==> src/rtl/can_slp_pkg.sv <==
package can_slp_pkg;
  typedef enum logic [1:0] {
    ST_RUN   = 2'd0,
    ST_HALT  = 2'd1,
    ST_SLEEP = 2'd2
  } slp_state_e;

  localparam int unsigned WDATA_W     = 3;
  localparam int unsigned CTL_HALT    = 0;
  localparam int unsigned CTL_SLEEP   = 1;
  localparam int unsigned CTL_WAKESEL = 2;
  localparam int unsigned INT_CLR     = 0;
  localparam int unsigned INT_MASK    = 1;
endpackage

==> src/rtl/can_slp_regs.sv <==
module can_slp_regs
  import can_slp_pkg::*;
(
  input  logic               clk_i,
  input  logic               rst_ni,
  input  logic               reg_wr_i,
  input  logic               reg_sel_i,
  input  logic [WDATA_W-1:0] reg_wdata_i,
  input  logic               bus_wake_i,
  input  logic               edge_in_sleep_i,
  output logic               halt_q_o,
  output logic               sleep_q_o,
  output logic               wsel_q_o,
  output logic               mask_q_o,
  output logic               flag_q_o
);
  logic ctl_wr, int_wr;
  assign ctl_wr = reg_wr_i && !reg_sel_i;
  assign int_wr = reg_wr_i &&  reg_sel_i;

  always_ff @(posedge clk_i or negedge rst_ni) begin
    if (!rst_ni) begin
      halt_q_o  <= 1'b0;
      sleep_q_o <= 1'b0;
      wsel_q_o  <= 1'b0;
    end else if (ctl_wr) begin
      halt_q_o  <= reg_wdata_i[CTL_HALT];
      sleep_q_o <= reg_wdata_i[CTL_SLEEP];
      wsel_q_o  <= reg_wdata_i[CTL_WAKESEL];
    end else if (bus_wake_i) begin
      sleep_q_o <= 1'b0;
    end
  end

  always_ff @(posedge clk_i or negedge rst_ni) begin
    if (!rst_ni) begin
      mask_q_o <= 1'b0;
      flag_q_o <= 1'b0;
    end else begin
      if (int_wr) mask_q_o <= reg_wdata_i[INT_MASK];
      if (edge_in_sleep_i)
        flag_q_o <= 1'b1;
      else if (int_wr && reg_wdata_i[INT_CLR])
        flag_q_o <= 1'b0;
    end
  end
endmodule

==> src/rtl/can_slp_quiet.sv <==
module can_slp_quiet #(
  parameter int unsigned QUIET_BITS = 11
) (
  input  logic clk_i,
  input  logic rst_ni,
  input  logic rx_i,
  input  logic bit_strobe_i,
  input  logic count_en_i,
  output logic rx_fall_o,
  output logic quiet_o
);
  localparam int unsigned CW = $clog2(QUIET_BITS + 1);
  localparam logic [CW-1:0] LIMIT = CW'(QUIET_BITS);

  logic          rx_prev;
  logic [CW-1:0] cnt;

  always_ff @(posedge clk_i or negedge rst_ni) begin
    if (!rst_ni) rx_prev <= 1'b1;
    else         rx_prev <= rx_i;
  end
  assign rx_fall_o = rx_prev && !rx_i;

  always_ff @(posedge clk_i or negedge rst_ni) begin
    if (!rst_ni)             cnt <= '0;
    else if (!count_en_i)    cnt <= '0;
    else if (bit_strobe_i) begin
      if (!rx_i)             cnt <= '0;
      else if (cnt != LIMIT) cnt <= cnt + 1'b1;
    end
  end
  assign quiet_o = (cnt == LIMIT);
endmodule

==> src/rtl/can_slp_fsm.sv <==
module can_slp_fsm
  import can_slp_pkg::*;
(
  input  logic       clk_i,
  input  logic       rst_ni,
  input  logic       halt_q_i,
  input  logic       sleep_q_i,
  input  logic       wsel_q_i,
  input  logic       rx_fall_i,
  input  logic       bus_idle_i,
  input  logic       frame_done_i,
  output slp_state_e state_o,
  output logic       bus_wake_o,
  output logic       drop_o
);
  slp_state_e nxt;

  assign bus_wake_o = (state_o == ST_SLEEP) && wsel_q_i && rx_fall_i;

  always_comb begin
    nxt = state_o;
    unique case (state_o)
      ST_RUN: begin
        if (sleep_q_i && bus_idle_i)     nxt = ST_SLEEP;
        else if (halt_q_i && bus_idle_i) nxt = ST_HALT;
      end
      ST_HALT: begin
        if (!halt_q_i) nxt = sleep_q_i ? ST_SLEEP : ST_RUN;
      end
      ST_SLEEP: begin
        if (bus_wake_o || !sleep_q_i) nxt = ST_RUN;
      end
      default: nxt = ST_RUN;
    endcase
  end

  always_ff @(posedge clk_i or negedge rst_ni) begin
    if (!rst_ni) begin
      state_o <= ST_RUN;
      drop_o  <= 1'b0;
    end else begin
      state_o <= nxt;
      if (bus_wake_o)        drop_o <= 1'b1;
      else if (frame_done_i) drop_o <= 1'b0;
    end
  end
endmodule

==> src/rtl/can_sleep_seq.sv <==
module can_sleep_seq
  import can_slp_pkg::*;
#(
  parameter int unsigned QUIET_BITS = 11
) (
  input  logic               clk_i,
  input  logic               rst_ni,
  input  logic               reg_wr_i,
  input  logic               reg_sel_i,
  input  logic [WDATA_W-1:0] reg_wdata_i,
  input  logic               rx_i,
  input  logic               bit_strobe_i,
  input  logic               bus_idle_i,
  input  logic               frame_done_i,
  output logic               sleep_o,
  output logic               halted_o,
  output logic               comm_en_o,
  output logic               drop_frame_o,
  output logic               irq_flag_o,
  output logic               irq_o
);
  logic       halt_q, sleep_q, wsel_q, mask_q;
  logic       rx_fall, quiet, bus_wake;
  slp_state_e state;

  can_slp_regs u_regs (
    .clk_i           (clk_i),
    .rst_ni          (rst_ni),
    .reg_wr_i        (reg_wr_i),
    .reg_sel_i       (reg_sel_i),
    .reg_wdata_i     (reg_wdata_i),
    .bus_wake_i      (bus_wake),
    .edge_in_sleep_i (rx_fall && (state == ST_SLEEP)),
    .halt_q_o        (halt_q),
    .sleep_q_o       (sleep_q),
    .wsel_q_o        (wsel_q),
    .mask_q_o        (mask_q),
    .flag_q_o        (irq_flag_o)
  );

  can_slp_quiet #(.QUIET_BITS(QUIET_BITS)) u_quiet (
    .clk_i        (clk_i),
    .rst_ni       (rst_ni),
    .rx_i         (rx_i),
    .bit_strobe_i (bit_strobe_i),
    .count_en_i   (state == ST_RUN),
    .rx_fall_o    (rx_fall),
    .quiet_o      (quiet)
  );

  can_slp_fsm u_fsm (
    .clk_i        (clk_i),
    .rst_ni       (rst_ni),
    .halt_q_i     (halt_q),
    .sleep_q_i    (sleep_q),
    .wsel_q_i     (wsel_q),
    .rx_fall_i    (rx_fall),
    .bus_idle_i   (bus_idle_i),
    .frame_done_i (frame_done_i),
    .state_o      (state),
    .bus_wake_o   (bus_wake),
    .drop_o       (drop_frame_o)
  );

  assign sleep_o   = (state == ST_SLEEP);
  assign halted_o  = (state == ST_HALT);
  assign comm_en_o = (state == ST_RUN) && quiet;
  assign irq_o     = irq_flag_o && mask_q;
endmodule

==> config.mk <==
export PLATFORM = sky130hd
export DESIGN_NAME = can_sleep_seq
export DESIGN_NICKNAME = d
export VERILOG_FILES = /design/src/rtl/can_slp_pkg.sv /design/src/rtl/can_slp_regs.sv /design/src/rtl/can_slp_quiet.sv /design/src/rtl/can_slp_fsm.sv /design/src/rtl/can_sleep_seq.sv
export SDC_FILE = /design/constraint.sdc
export NUM_CORES = 1
export LEC_CHECK = 0
export BUFFER_PORTS_ARGS = -buffer_cell sky130_fd_sc_hd__buf_2
export CAP_MARGIN = 5
export CORE_MARGIN = 4
export CORE_UTILIZATION = 50
export CTS_CLUSTER_SIZE = 28
export DETAILED_ROUTE_END_ITERATION = 6
export GPL_ROUTABILITY_DRIVEN = 1
export PLACE_DENSITY = 0.79
export SETUP_SLACK_MARGIN = 0.15
export SYNTH_ARGS = -nofsm -noshare
export SYNTH_HDL_FRONTEND = slang
export SYNTH_HIERARCHICAL = 1
export SYNTH_SLANG_ARGS = --single-unit
==> constraint.sdc <==
create_clock -name clk_i -period 1.89 [get_ports clk_i]
set_clock_uncertainty 0.05 [all_clocks]
set_input_delay 0.2835 -clock clk_i [delete_from_list [all_inputs] [get_ports clk_i]]
set_output_delay 0.2835 -clock clk_i [all_outputs]
set_load 0.005 [all_outputs]
==> results of run 1 <==
[power breakdown]
group / internal, mW / switching, mW / total, mW
Sequential: 0.320 / 0.0421 / 0.362
Combinational: 0.110 / 0.0790 / 0.189
Clock: 0.0818 / 0.0920 / 0.174
Total: 0.512 / 0.213 / 0.725
[timing repair]
action	CTS	global route
cloned	0	0
setup buffers	3	0
hold buffers	1	0
setup endpoints to repair	1	1
resized for setup	1	1
pin swaps	1	1
endpoints found under the hold margin	12	0
[how the worst max path moves through the flow]
stage                               from        endpoint  slack [ns]  depth (start not counted)
final                     u_quiet/cnt[1]       comm_en_o        0.21                          4
after global routing      u_quiet/cnt[0]       comm_en_o        0.15                          4
after CTS                 u_quiet/cnt[0]       comm_en_o        0.18                          4
after detailed placement  u_quiet/cnt[0]  u_quiet/cnt[0]        0.32                          4
after global placement    u_quiet/cnt[0]  u_quiet/cnt[0]        0.38                          4
after floorplan           u_quiet/cnt[0]  u_quiet/cnt[0]        0.34                          5
[per-layer routing]
layer  vias up  wire length, um  GRT usage
met5         -                0          0
met4         0                0     0.0702
met3         0               56     0.0359
met2         9              712      0.249
met1       270              720      0.229
li1        268                -          -
[final cells by class]
type / instances / area (um2)
flip-flops and latches: 13 / 327
well taps: 15 / 18.8
fillers: 110 / 448
multi-input cells: 45 / 354
repair buffers: 21 / 120
inverters: 2 / 7.51
clock buffers: 4 / 26.3
[flip-flops by register name, summed over array words and instances (netlist names)]
name,flops
u_fsm/state_o,2
u_regs/halt_q_o,1
u_fsm/drop_o,1
u_regs/flag_q_o,1
u_quiet/rx_prev,1
u_regs/mask_q_o,1
u_regs/sleep_q_o,1
u_quiet/cnt,4
u_regs/wsel_q_o,1
[stage by stage]
stage	cell area (um2)	hold WS [ns]
floorplan	689	-0.0621
global placement	791	0.133
detailed placement	791	0.138
CTS	851	0.108
global route	853	0.108
finish	853	0.120
[worst max-delay path: cells and delay by family, from the launching register on]
family	cells	cell delay, ns
adder cells (fa/ha/maj)	1	0.20
buffers and inverters	1	0.13
flip-flops	1	0.40
AND/OR/NAND/NOR	2	0.34
[kinds of logic (layout without fill, tap and decap cells)]
kind of cell,Yosys count,after routing
fa+ha+maj,1,1
mux,4,4
compound gates,10,10
simple gates,30,30
flops,13,13
buf+inv,3,27
[layout by cell type, fill, tap and decap left out, drive strengths merged, types with 2 or more instances in the layout]
cell type | Yosys | layout
mux2 | 4 | 4
buf | 0 | 20
nand4 | 2 | 2
inv | 2 | 2
nand2b | 4 | 4
nand3 | 3 | 3
a21boi | 2 | 2
and3b | 2 | 2
nand2 | 3 | 3
clkbuf | 1 | 4
nor2b | 5 | 5
dfrtp | 12 | 12
a21o | 2 | 2
==> summary.txt, run 1 <==
Synthesis
  – Ranking of synthesized cells by area: dfrtp_1, mux2_4, nor2b_1
  – Share of the synthesized area in the top cell type: 0.436
  – Yosys warns: 6
  – Post-Syn Nets: 73
  – Ys flop type: dfrtp_1
  – #FFs+latches synth: 13
  – Seq/Total Area, Yosys: 0.474
  – Number of synthesized flops with an enable pin: 0
  – Count leader, synth: dfrtp_1
  – Synthesized instance count: 61
  – Synth Area in Simple Gates: 0.296
  – Post-synth top cells: dfrtp_1, nor2b_1, mux2_4
  – Mapped Area: 689 um2
  – Asr flop ratio synth: 1.00
  – Largest family of logic cells by synthesized area: simple AND/OR/NAND/NOR gates
  – Multiplexer share of the synthesized area: 0.0871
  – Post-synthesis average cell area: 11.3 um2
  – Post-synthesis cell type count: 33
  – Post-synthesis adder-cell area fraction: 0.0181
  – Yosys top cell by area: dfrtp_1
  – Area fraction in compound gates after synthesis: 0.107
  – Xor and xnor area share after synthesis: 0

Critical path
  – Critical Path AT: 1.34 ns
  – Worst R2R Start: u_quiet/cnt[1]
  – Crit. End Element: output port
  – CP Cell Sequence: ha_2, and3b_2, nor3b_1, buf_2
  – Type of origin of the critical path: flop
  – Critical Path Slowest Stage Cell: dfrtp_1
  – Crit path required time: 1.56 ns
  – Slowest stage delay, CP: 0.40 ns
  – FF-to-FF setup slack: 0.25 ns
  – Cell count of the worst reg-to-reg path: 5
  – Reg-to-reg endpoint: u_quiet/cnt[0]
  – Crit Path Class: flop to output port
  – CP Max Fanout: 3

Place
  – DP Wirelength: 1010 um
  – Pre-CTS setup slack: 0.324 ns
  – PortBufs: 16
  – Dpl cells: 92
  – GP Congestion: 0.693

Floorplanning
  – Die ar.: 0.00204 mm2
  – Row Count: 13
  – Ports: 17
  – Starting Density: 0.530
  – Core area: 0.00130 mm2
  – Die height: 45.1 um
  – Die X: 45.1 um

Route
  – Antenna-violating nets left: 0
  – Vias per cell: 5.47
  – Routed wire per std cell: 14.9 um
  – Vias: 547
  – Initial DRC Count: 11
  – DRT Wirelength: 1490 um
  – # DRC: 0
  – Drt pass-1 iters: 4

Power and ir drop
  – P_leak: 0.450 nW
  – Total power divided by cell area: 850 mW/mm2
  – Worst vdd ir: 0.385 mV
  – Tot Pwr: 0.725 mW

Global route
  – Gr ovfl total: 0
  – Initial antenna violation count: 0
  – First-pass GRT wire length: 2410 um
  – GRT Total Usage: 0.166
  – Vias in the first global route: 537
  – Largest net degree at the start of global routing: 14

Clocking
  – Clk root buf: clkbuf_4
  – CTS tree: yes
  – Clock Latency Late Sink: 0.27 ns
  – Clock-pin slew on the worst setup and hold paths: 0.08 ns
  – Total CTS buffers: 3
  – H-tree levels: 1
  – Clk buf depth: 2
  – Clock sinks: 13

Worst hold path
  – HP Class: input port to flop
  – Hold path startpoint: rx_i
  – Hold Path Depth: 1
  – Endpoint, Worst Hold: u_quiet/rx_prev

STA
  – Worst Tran Pin Value: 0.324 ns
  – Hold Fails Final Rpt: 0
  – Final setup margin: 0.212 ns
  – Rel. slew slack: 0.781
  – Final-report max-slew violation count: 0
  – RSZ-0062 raised after global routing: no
  – Final setup vio count: 0
  – Tcrit/Tclk final: 0.888
  – Crit path time final: 1.68 ns
  – Setup TNS: 0 ns
  – Fmax: 596 MHz

Cells and area
  – N_diodes: 0
  – Util after Layout: 0.656
  – Final std cells w/o fill: 100
  – Share of cells above drive strength 1: 0.365
  – Layout area overhead: 23.8%
  – Nets: 98

Job
  – MaxCap Viol Count: 0

Status
  – Status: finished clean
Power figures use the tool's default switching activity.
==> inputs of run 2 (changes only) <==
--- a/config.mk
+++ b/config.mk
@@ -7,8 +7,10 @@
 export LEC_CHECK = 0
 export BUFFER_PORTS_ARGS = -buffer_cell sky130_fd_sc_hd__buf_2
 export CAP_MARGIN = 5
+export CELL_PAD_IN_SITES_DETAIL_PLACEMENT = 0
+export CELL_PAD_IN_SITES_GLOBAL_PLACEMENT = 1
 export CORE_MARGIN = 4
-export CORE_UTILIZATION = 50
+export CORE_UTILIZATION = 39
 export CTS_CLUSTER_SIZE = 28
 export DETAILED_ROUTE_END_ITERATION = 6
 export GPL_ROUTABILITY_DRIVEN = 1
==> run 2 against run 1 <==
Effect of this change: cell count rose by 10%; worst hold slack improved by 0.0035 ns; sequential share of layout area fell by 0.82 points; combinational power fell by 5%; sequential power barely moved; non-clock buffer count rose by 1; wire length fell by 8.0%; core utilization fell by 11 points; clock-buffer cell count did not move; global-route usage fell by 5.0 points.
==> summary.txt, run 2 (same netlist as run 1, synthesis figures left out) <==
STA
  – Hold Fails Final Rpt: 0
  – Final setup vio count: 0
  – Crit path time final: 1.72 ns
  – Rel. slew slack: 0.808
  – Worst Tran Pin Value: 0.285 ns
  – Minimum hold slack: 0.123 ns
  – RSZ-0062 raised after global routing: yes
  – Final-report max-slew violation count: 0
  – Setup TNS: 0 ns
  – Fmax: 582 MHz
  – Tcrit/Tclk final: 0.909

Route
  – DRT Wirelength: 1370 um
  – Vias: 556
  – Initial DRC Count: 18
  – Antenna-violating nets left: 0
  – Drt pass-1 iters: 4
  – Routed wire per std cell: 12.5 um
  – Vias per cell: 5.05
  – # DRC: 0

Clocking
  – Clk root buf: clkbuf_4
  – Clock Latency Late Sink: 0.27 ns
  – CTS tree: yes
  – H-tree levels: 1
  – Clk buf depth: 2
  – Clock-pin slew on the worst setup and hold paths: 0.08 ns
  – Clock sinks: 13
  – Total CTS buffers: 3

Floorplanning
  – Die ar.: 0.00250 mm2
  – Row Count: 14
  – Die height: 50.0 um
  – Starting Density: 0.432
  – Die X: 50.0 um
  – Ports: 17
  – Core area: 0.00159 mm2

Cells and area
  – Commonest non-fill, non-tap cell in the layout: buf_2
  – Regs by FF count: u_quiet/cnt x4, u_fsm/state_o x2
  – Share of cells above drive strength 1: 0.372
  – Layout area overhead: 26.5%
  – Util after Layout: 0.547
  – Most frequent cells in the layout: buf_2, dfrtp_1, nor2b_1, buf_4, mux2_4
  – Nets: 99
  – Max reg flops: 4
  – N_diodes: 0
  – Most flops, register: u_quiet/cnt
  – Fillers: 131

Critical path
  – CP Max Fanout: 4
  – Cell count of the worst reg-to-reg path: 5
  – Launch point of the worst path: u_quiet/cnt[1]
  – Critical Path AT: 1.38 ns
  – Critical Path Slowest Stage Cell: dfrtp_1
  – CP Cell Sequence: ha_2, and3b_2, nor3b_1, buf_2
  – Crit path required time: 1.56 ns
  – Crit. End Element: output port
  – Crit Path Class: flop to output port
  – Worst R2R Start: u_quiet/cnt[1]
  – FF-to-FF setup slack: 0.21 ns
  – Reg-to-reg endpoint: u_quiet/cnt[0]
  – Slowest stage delay, CP: 0.41 ns
  – Type of origin of the critical path: flop

Power and ir drop
  – Total power divided by cell area: 817 mW/mm2
  – Worst vdd ir: 0.742 mV
  – P_leak: 0.455 nW

Worst hold path
  – Hold Path Depth: 1
  – Endpoint, Worst Hold: u_quiet/rx_prev
  – HP Class: input port to flop
  – Hold path startpoint: rx_i

Place
  – DP Wirelength: 953 um
  – PortBufs: 16
  – GP Congestion: 0.665

Global route
  – GRT Total Usage: 0.115
  – Vias in the first global route: 499
  – Gr ovfl total: 0
  – Largest net degree at the start of global routing: 14
  – Initial antenna violation count: 0
  – First-pass GRT wire length: 2240 um

Job
  – MaxCap Viol Count: 0

Status
  – Status: finished clean
-- run 2: cell types whose count changed in the layout (fill, tap and decap cells not counted), sizes merged --
cell  delta
buf      +1
-- run 2: worst max-delay path by stage --
stage,cells after the start,to,slack [ns]
floorplan,5,u_quiet/cnt[0],0.34
global placement,4,u_quiet/cnt[0],0.37
detailed placement,4,u_quiet/cnt[0],0.34
CTS,4,comm_en_o,0.15
global route,4,comm_en_o,0.10
finish,4,comm_en_o,0.17
-- run 2: layout make-up --
type                    count  area, um2  area share
clock buffers               4       26.3      0.0301
multi-input cells          45        354       0.406
flip-flops and latches     13        327       0.374
well taps                  24       30.0      0.0344
inverters                   2       7.51     0.00861
repair buffers             22        128       0.146
-- run 2: power breakdown --
group	total, mW	internal [mW]	leakage (nW)	switching (mW)
clock network	0.169	0.0816	0.0150	0.0877
registers	0.363	0.320	0.165	0.0433
logic	0.180	0.107	0.275	0.0725
-- run 2: through the flow --
stage	cell area [um2]	power (mW)	instances	setup WS [ns]
6_report	872	0.713	110	0.172
5_1_grt	872	0.763	110	0.103
4_1_cts	847	0.715	107	0.155
3_5_place_dp	802	0.537	101	0.336
3_3_place_gp	802	0.537	101	0.369
2_1_floorplan	689	0.460	61	0.343
-- run 2: critical path: cells and delay by family, from the launching register on --
kind,cells,cell delay (ns)
buf+inv,1,0.14
fa+ha+maj,1,0.20
simple gates,2,0.37
flops,1,0.41
-- run 2: what timing repair did --
item	in CTS	in global routing
setup buffers	1	3
pin swaps	0	1
endpoints found under the setup margin	1	1
endpoints found under the hold margin	12	0
gates resized for setup	1	1
hold buffers	1	0
-- run 2: metal layers --
metal / vias up / share of wire / global-route usage
met5: - / 0 / 0
met2: 16 / 0.45 / 0.167
met3: 2 / 0.058 / 0.0211
met1: 267 / 0.48 / 0.161
met4: 0 / 0.015 / 0.0553
li1: 271 / - / -
==> inputs of run 3 (changes only) <==
==> constraint.sdc (replaced) <==
create_clock -name clk_i -period 1.9 [get_ports clk_i]
set_clock_uncertainty 0.05 [all_clocks]
set_input_delay 0.285 -clock clk_i [delete_from_list [all_inputs] [get_ports clk_i]]
set_output_delay 0.285 -clock clk_i [all_outputs]
set_load 0.005 [all_outputs]
==> run 3 against run 2 <==
Effect of this change: first-iteration DRC count down 61%; power up 2.6%; clock power up 5%; global-route usage up 0.95 points; register-to-register slack better by 0.06 ns; die area unchanged; critical endpoint unchanged; largest power group unchanged; highest routed layer unchanged.
==> summary.txt, run 3 (same netlist as run 1, synthesis figures left out) <==
Floorplanning
  – Ports: 17
  – Row Count: 14
  – Die height: 50.0 um
  – Starting Density: 0.432
  – Die X: 50.0 um
  – Core area: 0.00159 mm2
  – Die ar.: 0.00250 mm2

Cells and area
  – Layout area overhead: 27.2%
  – Final std cells w/o fill: 110
  – Max reg flops: 4
  – Most frequent cells in the layout: buf_2, dfrtp_1, nor2b_1, buf_4, mux2_4
  – Nets: 99
  – Regs by FF count: u_quiet/cnt x4, u_fsm/state_o x2
  – Most flops, register: u_quiet/cnt
  – N_diodes: 0
  – Share of cells above drive strength 1: 0.384
  – Commonest non-fill, non-tap cell in the layout: buf_2

Global route
  – Initial antenna violation count: 0
  – Largest net degree at the start of global routing: 14
  – Vias in the first global route: 513
  – Gr ovfl total: 0
  – GRT Total Usage: 0.125
  – First-pass GRT wire length: 2350 um

Critical path
  – Crit Path Class: flop to output port
  – Critical Path Slowest Stage Cell: dfrtp_1
  – Critical path buffer and inverter count: 1
  – Crit path required time: 1.56 ns
  – CP Cell Sequence: ha_2, and3b_2, nor3b_2, buf_2
  – Launch point of the worst path: u_quiet/cnt[0]
  – Crit. End Element: output port
  – Type of origin of the critical path: flop
  – Critical Path AT: 1.37 ns
  – Slowest stage delay, CP: 0.40 ns
  – Worst R2R Start: u_quiet/cnt[0]
  – CP Max Fanout: 4
  – Crit-path leading delay family: flip-flops

STA
  – Fmax: 585 MHz
  – Hold Fails Final Rpt: 0
  – Final setup margin: 0.191 ns
  – Minimum hold slack: 0.121 ns
  – Setup TNS: 0 ns
  – Final setup vio count: 0
  – Tcrit/Tclk final: 0.899
  – Worst Tran Pin Value: 0.294 ns
  – Crit path time final: 1.71 ns
  – Rel. slew slack: 0.804
  – RSZ-0062 raised after global routing: yes
  – Final-report max-slew violation count: 0

Clocking
  – H-tree levels: 1
  – Clock-pin slew on the worst setup and hold paths: 0.09 ns
  – Total CTS buffers: 3
  – Clk buf depth: 2
  – Clock Latency Late Sink: 0.29 ns
  – Clock sinks: 13
  – Clk root buf: clkbuf_4
  – CTS tree: yes

Route
  – Drt pass-1 iters: 4
  – Antenna-violating nets left: 0
  – DRT Wirelength: 1400 um
  – Vias per cell: 5.05
  – Initial DRC Count: 7
  – # DRC: 0
  – Routed wire per std cell: 12.7 um
  – Vias: 556

Place
  – DP Wirelength: 983 um
  – GP Congestion: 0.666
  – PortBufs: 16
  – Dpl cells: 101
  – Pre-CTS setup slack: 0.351 ns

Status
  – Status: finished clean

Power and ir drop
  – P_leak: 0.458 nW
  – Tot Pwr: 0.731 mW
  – Total power divided by cell area: 834 mW/mm2
  – Worst vdd ir: 0.506 mV

Worst hold path
  – Hold path startpoint: rx_i
  – HP Class: input port to flop

Job
  – MaxCap Viol Count: 0
run 3: per-layer routing:
layer / wire length (um) / vias to the layer above / track usage / share of wire
met1: 658 / 266 / 0.173 / 0.47
met2: 636 / 14 / 0.167 / 0.45
li1: - / 272 / - / -
met4: 29 / 0 / 0.0829 / 0.021
met5: 0 / - / 0 / 0
met3: 76 / 4 / 0.0301 / 0.054
run 3: area by class of cell:
type | count | area, um2
Multi-Input combinational cell | 45 | 359
Sequential cell | 13 | 327
Timing Repair Buffer | 22 | 128
Tap cell | 24 | 30.0
Fill cell | 136 | 717
Inverter | 2 | 7.51
Clock buffer | 4 | 26.3
run 3: power by group:
| group | internal (mW) | switching [mW] |
|---|---|---|
| registers | 0.318 | 0.0414 |
| clock network | 0.0816 | 0.0968 |
| logic | 0.115 | 0.0782 |
| total | 0.515 | 0.216 |
run 3: final timing paths:
path / slack, ns / endpoint / depth (start not counted)
hold reg to reg: 0.43 / u_fsm/drop_o / 1
setup reg to reg: 0.27 / u_quiet/cnt[0] / 5
setup / recovery: 0.19 / comm_en_o / 4
hold / removal: 0.12 / u_quiet/rx_prev / 1
max in group asynchronous: 1.15 / u_quiet/rx_prev / 2
min in group asynchronous: 0.36 / u_fsm/drop_o / 2
run 3: what timing repair did:
action	4_1_cts	5_1_grt
pin swaps	1	0
hold endpoints to repair	12	0
hold buffers	1	0
gates resized for setup	1	2
setup buffers	2	2
setup endpoints to repair	1	1
run 3: worst reg2reg max path: cells and delay by family, from the launching register on:
kind | cells | cell delay (ns)
AO/OA/AOI/OAI | 1 | 0.08
adder cells (fa/ha/maj) | 1 | 0.19
buffers and inverters | 1 | 0.14
flip-flops | 1 | 0.40
AND/OR/NAND/NOR | 2 | 0.71
run 3: through the flow:
stage               utilization  area (um2)
global placement          0.503         802
global route              0.550         877
floorplan                     -         689
detailed placement        0.503         802
finish                    0.550         877
CTS                       0.536         855
